$ cat src/rtl/wdog_pkg.sv
package wdog_pkg;
  localparam int CTL_W   = 8;
  localparam int SEL_LSB = 0;
  localparam int KICK_BIT = 2;
  localparam int SW_BIT  = 3;
  localparam int EXT_BIT = 4;
  localparam int WDG_BIT = 5;
  localparam int POR_BIT = 6;

  typedef logic [1:0] wsel_t;

  typedef struct packed {
    logic por;
    logic wdg;
    logic ext;
    logic sw;
  } cause_t;

  // timebase divider bit chosen by the interval select
  function automatic int tb_tap_idx(input wsel_t s);
    case (s)
      2'd0:    return 12;
      2'd1:    return 14;
      2'd2:    return 16;
      default: return 18;
    endcase
  endfunction

  // watch divider bit chosen by the interval select
  function automatic int wt_tap_idx(input wsel_t s);
    case (s)
      2'd0:    return 10;
      2'd1:    return 13;
      2'd2:    return 14;
      default: return 15;
    endcase
  endfunction
endpackage

$ cat src/rtl/wdog_tap_sel.sv
module wdog_tap_sel
  import wdog_pkg::*;
#(
  parameter int TB_W   = 19,
  parameter int WT_W   = 16,
  parameter int SYNC_N = 2
) (
  input  logic            clk,
  input  logic            rst_n,
  input  logic [TB_W-1:0] tb_taps,
  input  logic [WT_W-1:0] wt_taps,
  input  logic            use_watch,
  input  wsel_t           sel,
  output logic            tick
);
  localparam int LAST = SYNC_N - 1;

  logic              raw;
  logic [SYNC_N-1:0] sync_q, sync_d;
  logic              prev_q, prev_d;

  always_comb begin
    if (use_watch) raw = wt_taps[wt_tap_idx(sel)];
    else           raw = tb_taps[tb_tap_idx(sel)];
  end

  generate
    if (SYNC_N > 1) begin : g_chain
      always_comb sync_d = {sync_q[SYNC_N-2:0], raw};
    end else begin : g_single
      always_comb sync_d = raw;
    end
  endgenerate

  always_comb prev_d = sync_q[LAST];

  always_ff @(posedge clk or negedge rst_n) begin
    if (!rst_n) begin
      sync_q <= '0;
      prev_q <= 1'b0;
    end else begin
      sync_q <= sync_d;
      prev_q <= prev_d;
    end
  end

  assign tick = sync_q[LAST] & ~prev_q;
endmodule

$ cat src/rtl/wdog_ctrl.sv
module wdog_ctrl
  import wdog_pkg::*;
(
  input  logic             clk,
  input  logic             rst_n,
  input  logic             por_n,
  input  logic             wr_en,
  input  logic             rd_en,
  input  logic [CTL_W-1:0] wdata,
  input  logic             ext_cause,
  input  logic             sw_cause,
  input  logic             ovf,
  output logic             started,
  output wsel_t            sel,
  output logic             kick,
  output logic [CTL_W-1:0] rdata
);
  logic   started_q, started_d;
  wsel_t  sel_q, sel_d;
  cause_t flags_q, flags_d;
  logic   unused_wdata;

  assign unused_wdata = ^{wdata[CTL_W-1:KICK_BIT+1]};
  assign kick = wr_en & ~wdata[KICK_BIT];

  always_comb begin
    started_d = started_q | kick;
    sel_d     = sel_q;
    if (kick && !started_q) sel_d = wdata[SEL_LSB +: 2];
  end

  // a set in the same cycle as a read survives the read
  always_comb begin
    flags_d.por = flags_q.por & ~rd_en;
    flags_d.wdg = ovf       | (flags_q.wdg & ~rd_en);
    flags_d.ext = ext_cause | (flags_q.ext & ~rd_en);
    flags_d.sw  = sw_cause  | (flags_q.sw  & ~rd_en);
  end

  always_ff @(posedge clk or negedge rst_n) begin
    if (!rst_n) begin
      started_q <= 1'b0;
      sel_q     <= '0;
    end else begin
      started_q <= started_d;
      sel_q     <= sel_d;
    end
  end

  always_ff @(posedge clk or negedge por_n) begin
    if (!por_n) begin
      flags_q <= '{por: 1'b1, wdg: 1'b0, ext: 1'b0, sw: 1'b0};
    end else begin
      flags_q <= flags_d;
    end
  end

  always_comb begin
    rdata                  = '0;
    rdata[SEL_LSB +: 2]    = sel_q;
    rdata[KICK_BIT]        = 1'b1;
    rdata[SW_BIT]          = flags_q.sw;
    rdata[EXT_BIT]         = flags_q.ext;
    rdata[WDG_BIT]         = flags_q.wdg;
    rdata[POR_BIT]         = flags_q.por;
  end

  assign started = started_q;
  assign sel     = sel_q;
endmodule

$ cat src/rtl/wdog_counter.sv
module wdog_counter #(
  parameter int CNT_W = 2
) (
  input  logic             clk,
  input  logic             rst_n,
  input  logic             run,
  input  logic             tick,
  input  logic             clr,
  output logic             ovf,
  output logic [CNT_W-1:0] cnt,
  output logic             rst_pulse
);
  logic [CNT_W-1:0] cnt_q, cnt_d;
  logic             pulse_q, pulse_d;
  logic             adv;

  assign adv = run & tick & ~clr;
  assign ovf = adv & (cnt_q == {CNT_W{1'b1}});

  always_comb begin
    cnt_d = cnt_q;
    if (clr)      cnt_d = '0;
    else if (adv) cnt_d = cnt_q + 1'b1;
    pulse_d = ovf;
  end

  always_ff @(posedge clk or negedge rst_n) begin
    if (!rst_n) begin
      cnt_q   <= '0;
      pulse_q <= 1'b0;
    end else begin
      cnt_q   <= cnt_d;
      pulse_q <= pulse_d;
    end
  end

  assign cnt       = cnt_q;
  assign rst_pulse = pulse_q;
endmodule

$ cat src/rtl/wdog_top.sv
module wdog_top
  import wdog_pkg::*;
#(
  parameter int TB_W   = 19,
  parameter int WT_W   = 16,
  parameter int MODE_N = 5,
  parameter int CNT_W  = 2,
  parameter int SYNC_N = 2
) (
  input  logic              clk,
  input  logic              rst_n,
  input  logic              por_n,
  input  logic              reg_wr_i,
  input  logic              reg_rd_i,
  input  logic [CTL_W-1:0]  reg_wdata_i,
  output logic [CTL_W-1:0]  reg_rdata_o,
  input  logic [TB_W-1:0]   tb_taps_i,
  input  logic [WT_W-1:0]   wt_taps_i,
  input  logic              watch_src_i,
  input  logic              sub_clk_i,
  input  logic [MODE_N-1:0] mode_entry_i,
  input  logic              ext_cause_i,
  input  logic              sw_cause_i,
  output logic              wdg_rst_o
);
  logic             started, kick, tick, ovf, clr, use_watch;
  wsel_t            sel;
  logic [CNT_W-1:0] cnt;

  assign use_watch = watch_src_i & sub_clk_i;
  assign clr       = kick | (|mode_entry_i);

  wdog_tap_sel #(.TB_W(TB_W), .WT_W(WT_W), .SYNC_N(SYNC_N)) u_tap (
    .clk(clk), .rst_n(rst_n), .tb_taps(tb_taps_i), .wt_taps(wt_taps_i),
    .use_watch(use_watch), .sel(sel), .tick(tick)
  );

  wdog_ctrl u_ctrl (
    .clk(clk), .rst_n(rst_n), .por_n(por_n), .wr_en(reg_wr_i), .rd_en(reg_rd_i),
    .wdata(reg_wdata_i), .ext_cause(ext_cause_i), .sw_cause(sw_cause_i),
    .ovf(ovf), .started(started), .sel(sel), .kick(kick), .rdata(reg_rdata_o)
  );

  wdog_counter #(.CNT_W(CNT_W)) u_cnt (
    .clk(clk), .rst_n(rst_n), .run(started), .tick(tick), .clr(clr),
    .ovf(ovf), .cnt(cnt), .rst_pulse(wdg_rst_o)
  );
endmodule

$ cat config.mk
export PLATFORM = sky130hd
export DESIGN_NAME = wdog_top
export DESIGN_NICKNAME = d
export VERILOG_FILES = /design/src/rtl/wdog_pkg.sv /design/src/rtl/wdog_tap_sel.sv /design/src/rtl/wdog_ctrl.sv /design/src/rtl/wdog_counter.sv /design/src/rtl/wdog_top.sv
export SDC_FILE = /design/constraint.sdc
export NUM_CORES = 1
export LEC_CHECK = 0
export BUFFER_PORTS_ARGS = -buffer_cell sky130_fd_sc_hd__buf_2
export CORE_MARGIN = 3
export CORE_UTILIZATION = 35
export DETAILED_ROUTE_END_ITERATION = 10
export PLACE_DENSITY = 0.91
export SLEW_MARGIN = 10
export SYNTH_ARGS = -nofsm -noshare
export SYNTH_HDL_FRONTEND = slang
export SYNTH_HIERARCHICAL = 1
export SYNTH_SLANG_ARGS = --single-unit
$ cat constraint.sdc
create_clock -name clk -period 2.25 [get_ports clk]
set_input_delay 0.45 -clock clk [delete_from_list [all_inputs] [get_ports clk]]
set_output_delay 0.45 -clock clk [all_outputs]
set_load 0.02 [all_outputs]
After elaboration in Yosys (flattened, before gate mapping)
Index checks and enable logic that the tools add are counted.
{ "word_totals": {"register_bits": 13, "input_bits": 57, "output_inout_bits": 9, "elab_cells": 53} }
{ "classes": {"addsub": 1, "n_lt_le_gt_ge": 2, "eq_ne": 3, "n_mux": 13, "n_bitwise": 19, "n_reduce_logical": 5} }
{ "op_table": {"columns": ["cell", "count"], "rows": [
  ["2-to-1 mux 32 bit", 2],
  ["< comparator 32 x 6 -> 1 bit (second input constant)", 1],
  ["< comparator 32 x 7 -> 1 bit (second input constant)", 1],
  ["one-hot mux 5 bit (3 select lines)", 1],
  ["bitwise AND 1 bit", 10],
  ["one-hot mux 3 bit (3 select lines)", 1],
  ["binary-select mux 1 bit (select 5 bit)", 1],
  ["2-to-1 mux 1 bit", 5],
  ["bitwise OR 1 bit", 5],
  ["OR reduction 5 bit", 1],
  ["binary-select mux 1 bit (select 4 bit)", 1],
  ["equality test 2 bit (second input constant)", 2],
  ["2-to-1 mux 2 bit", 2],
  ["inverter 1 bit", 4],
  ["adder 2 x 1 -> 2 bit (second input constant)", 1],
  ["equality test 2 x 1 -> 1 bit (second input constant)", 1],
  ["zero test 2 bit", 1],
  ["nonzero test 2 bit", 1],
  ["logical AND 1 bit", 1],
  ["zero test 1 bit", 1]
]} }

Logic depth before layout (Yosys ltp)
{ "logic_depth": {"depth_word": 7, "depth_mapped": 5, "depth_no_buf": 5} }

Modules after synthesis
The synthesis kept the hierarchy.
{ "modules_own_cells": {"columns": ["module", "instances", "cells_per_inst", "area_per_inst_um2", "seq_area_each_um2"], "rows": [
  ["wdog_ctrl", 1, 23, 294.0, 176.4],
  ["wdog_counter", 1, 12, 147.6, 75.1],
  ["wdog_tap_sel", 1, 7, 145.1, 75.1],
  ["wdog_top", 1, 4, 20.0, 0.0]
]} }

Worst setup path before layout
Ideal clock, no wire load.
{ "synth_timing": {"path_type": "input port to flip-flop", "start": "input port watch_src_i", "end": "register u_tap.sync_q[0]", "setup_ps": 125, "arrival_ps": 1383, "required_ps": 2125, "setup_slack_ps": 742, "path_stages": 3, "path_buffers": 0, "path_cell_list": "and2_1 -> mux4_1 -> mux2_2"} }
{ "synth_via": {"elab_chain_len": 2} }
{ "synth_lines": {"columns": ["element", "line", "source"], "rows": [
  ["start: declaration", "wdog_top.sv:19", "input logic watch_src_i,"],
  ["bitwise AND 1 bit", "wdog_top.sv:30", "assign use_watch = watch_src_i & sub_clk_i;"],
  ["2-to-1 mux 1 bit", "wdog_tap_sel.sv:23", "if (use_watch) raw = wt_taps[wt_tap_idx(sel)];"],
  ["named net u_tap.raw", "wdog_tap_sel.sv:18", "logic raw;"],
  ["end signal: assignment", "wdog_tap_sel.sv:42", "sync_q <= sync_d;"],
  ["end: declaration", "wdog_tap_sel.sv:19", "logic [SYNC_N-1:0] sync_q, sync_d;"]
]} }
The timed path passes the listed nets, and every way through them passes these cells.
A chain may end at the register's enable or synchronous reset.

Worst setup path in the final report
{ "layout_timing": {"start": "register u_ctrl.flags_q (netlist bit u_ctrl/rdata[6])", "end": "output port reg_rdata_o[6]"} }
{ "layout_lines": {"columns": ["element", "line", "source"], "rows": [
  ["start: declaration", "wdog_ctrl.sv:20", "cause_t flags_q, flags_d;"],
  ["start signal: assignment", "wdog_ctrl.sv:52", "flags_q <= '{por: 1'b1, wdg: 1'b0, ext: 1'b0, sw: 1'b0};"],
  ["start signal: assignment", "wdog_ctrl.sv:54", "flags_q <= flags_d;"],
  ["end: declaration", "wdog_top.sv:16", "output logic [CTL_W-1:0] reg_rdata_o,"]
]} }
No word-level cell between the ends.

==> metrics.yaml <==
status:
  status: "finished, final reports clean"
route:
  wl_um: 1080
  ant_nets: 0
  via_per_inst: 4.91
  wire_per_inst_um: 11.4
  drt_pass1_iterations: 4
  route.vias.total: 462
  drc_errors: 0
  drtIter0Drc: 1
cells_and_area:
  layout.cells.non_filler: 94
  drive_above_1_share_pct: 52.6
  area_growth_pct: 29.9
  diodes: 0
  nNetsFinal: 137
critical_path:
  cpLargestDelayFamily: "flip-flops"
  crit-reg2reg-capture: "u_cnt/cnt[0]"
  cp_max_fo: 2
  startpoint_type: "register"
  criticalPathCategory: "register to output port"
  cp-end-kind: "output port"
  path_cells: "buf_2"
  rrSetupSlack_ns: 1.09
  cp_num_buf_inv: 1
  reg2regPathDepth: 3
  critical_path_required_ns: 1.80
  rr_startpoint: "u_tap/sync_q[1]"
  crit_arrival_ns: 0.95
  slowest_delay_ns: 0.52
  critPathSlowestCell: "dfstp_2"
yosys:
  synth_area_leaders: "dfrtp_1 49%, mux4_1 8.7%, buf_4 4.9%"
  synth_nets: 104
  synth_warnings: 6
  ys_async_sr_fraction_pct: 100
  yosysTopAreaCellShare_pct: 49.5
  syn-cell-area_um2: 607
  synth-edff-count: 0
  ys.flop_type: "dfrtp_1"
  yosysSeqAreaShare_pct: 53.8
  syn_inst: 46
  ys_seq_elements: 13
  netlist-cell-type-count: 23
  avgSynthCellArea_um2: 13.2
  synth_top_area_cell: "dfrtp_1"
clock_network:
  clock_tree.buffer_depth: 2
  post_cts_buffers: 0
  path_clk_slew_ns: 0.07
  cts_made_buffers: 3
  cts_tree: "yes"
  cts-root-buf: "clkbuf_4"
  h-tree-depth: 1
  clock_latency_ns: 0.27
  cts.sinks: 13
global_routing:
  overflow: 0
  grt_pass1_vias: 452
  gr-usage-all-layers_pct: 11.5
  grt_max_degree: 10
  grt_pass1_wl_um: 1690
  antenna_found_initial: 0
timing:
  tns_ns: 0
  finClkSkew_ns: 0.00283
  maxSlewViolCount: 0
  setup_violations: 0
  finalCritPeriodShare_pct: 62.0
  hold_viol: 0
  period_minus_slack_ns: 1.40
  rsz0062_at_grt: "no"
  fmax_mhz: 717
floorplan:
  die_width_um: 47.6
  core-area_um2: 1580
  fp-row-count: 14
  initial_core_util_pct: 38.5
  io_pins: 66
  die_h_um: 47.6
  die_area_um2: 2270
run:
  drv_cap: 0
power:
  peakVddDrop_mv: 0.310
  p_leak_nw: 0.426
  power.density_nw_per_um2: 629
  finalPower_mw: 0.495
min_path:
  hp-class: "input pin to asynchronous set/reset pin"
placed_design:
  hpwl_um: 908
  gp_congestion: 0.661
  io_buffers: 31
  dpl.cell_count: 89
[worst max-delay path by stage]
stage	from	end	slack, ns	cells past startpoint
finish	u_ctrl/rdata[6]	reg_rdata_o[6]	0.85	1
global route	u_ctrl/rdata[6]	reg_rdata_o[6]	0.82	1
CTS	u_ctrl/rdata[6]	reg_rdata_o[6]	0.84	1
detailed placement	watch_src_i	u_tap/sync_q[0]	0.61	4
global placement	watch_src_i	u_tap/sync_q[0]	0.64	4
floorplan	watch_src_i	u_tap/sync_q[0]	0.74	3
[cell type report]
type	count	area (um2)
tap	16	20.0
clock buffer	4	26.3
sequential	13	327
inverter	1	3.75
multi-input combinational	28	246
timing repair buffer	32	165
fill	152	788
[layout by cell type (no fill, tap or decap)]
cell type,instances
buf_2,31
dfrtp_1,12
clkbuf_4,3
nor2b_1,3
a21o_1,3
nor2_1,2
mux2_2,2
mux2_1,2
conb_1,2
mux4_1,2
and2_1,1
nor4_1,1
nand2_1,1
clkbuf_1,1
dlygate4sd3_1,1
and2_4,1
and3b_1,1
nand3_1,1
a21bo_2,1
a21oi_1,1
and2b_1,1
ha_1,1
inv_2,1
or2_1,1
nor3b_2,1
dfstp_2,1
[state kept, by name, indices dropped and copies added (netlist names)]
signal / count
u_tap/prev_q: 1
u_tap/sync_q: 2
u_cnt/rst_pulse: 1
u_ctrl/started: 1
u_ctrl/rdata: 4
u_cnt/cnt: 2
u_ctrl/sel: 2
[Yosys cell counts, drive strengths merged, types with 2 or more instances]
cell	count
buf	4
a21o	3
conb	2
dfrtp	12
nor2b	3
and2	2
mux4	2
mux2	4
nor2	2
[metrics by stage]
stage	instance area [um2]	util (%)	setup slack (ns)	hold WS, ns
2_1_floorplan	607	-	0.742	0.154
3_3_place_gp	752	47.7	0.641	0.253
3_5_place_dp	752	47.7	0.614	0.255
4_1_cts	788	50.0	0.845	0.0123
5_1_grt	788	50.0	0.817	0.00411
6_report	788	50.0	0.855	0.00929
[cells by family after synthesis]
kind of cell               after synthesis  synth area share, %
other                                    2                 1.24
and+or+nand+nor                         14                 15.1
DFF                                     13                 53.8
adders and majority gates                1                 2.06
muxes                                    6                 16.1
AOI/OAI and AO/OA                        5                 6.18
buffers and inverters                    5                 5.57
[report_power, final]
part	switching, mW	internal, mW
Clock	0.0717	0.0687
Sequential	0.0112	0.256
Combinational	0.0395	0.0485
[metal layers]
metal | vias up | GRT usage (%) | share of wire (%)
met5 | - | 0 | 0
met3 | 4 | 6.77 | 11
met4 | 0 | 4.84 | 1.8
li1 | 218 | - | -
met1 | 211 | 10.8 | 38
met2 | 29 | 20.3 | 49
[what timing repair did]
item,CTS,global route
hold buffers,1,0
resized for setup,0,0
hold endpoints to repair,3,0
Note: power is estimated with default switching activity, not from simulation.
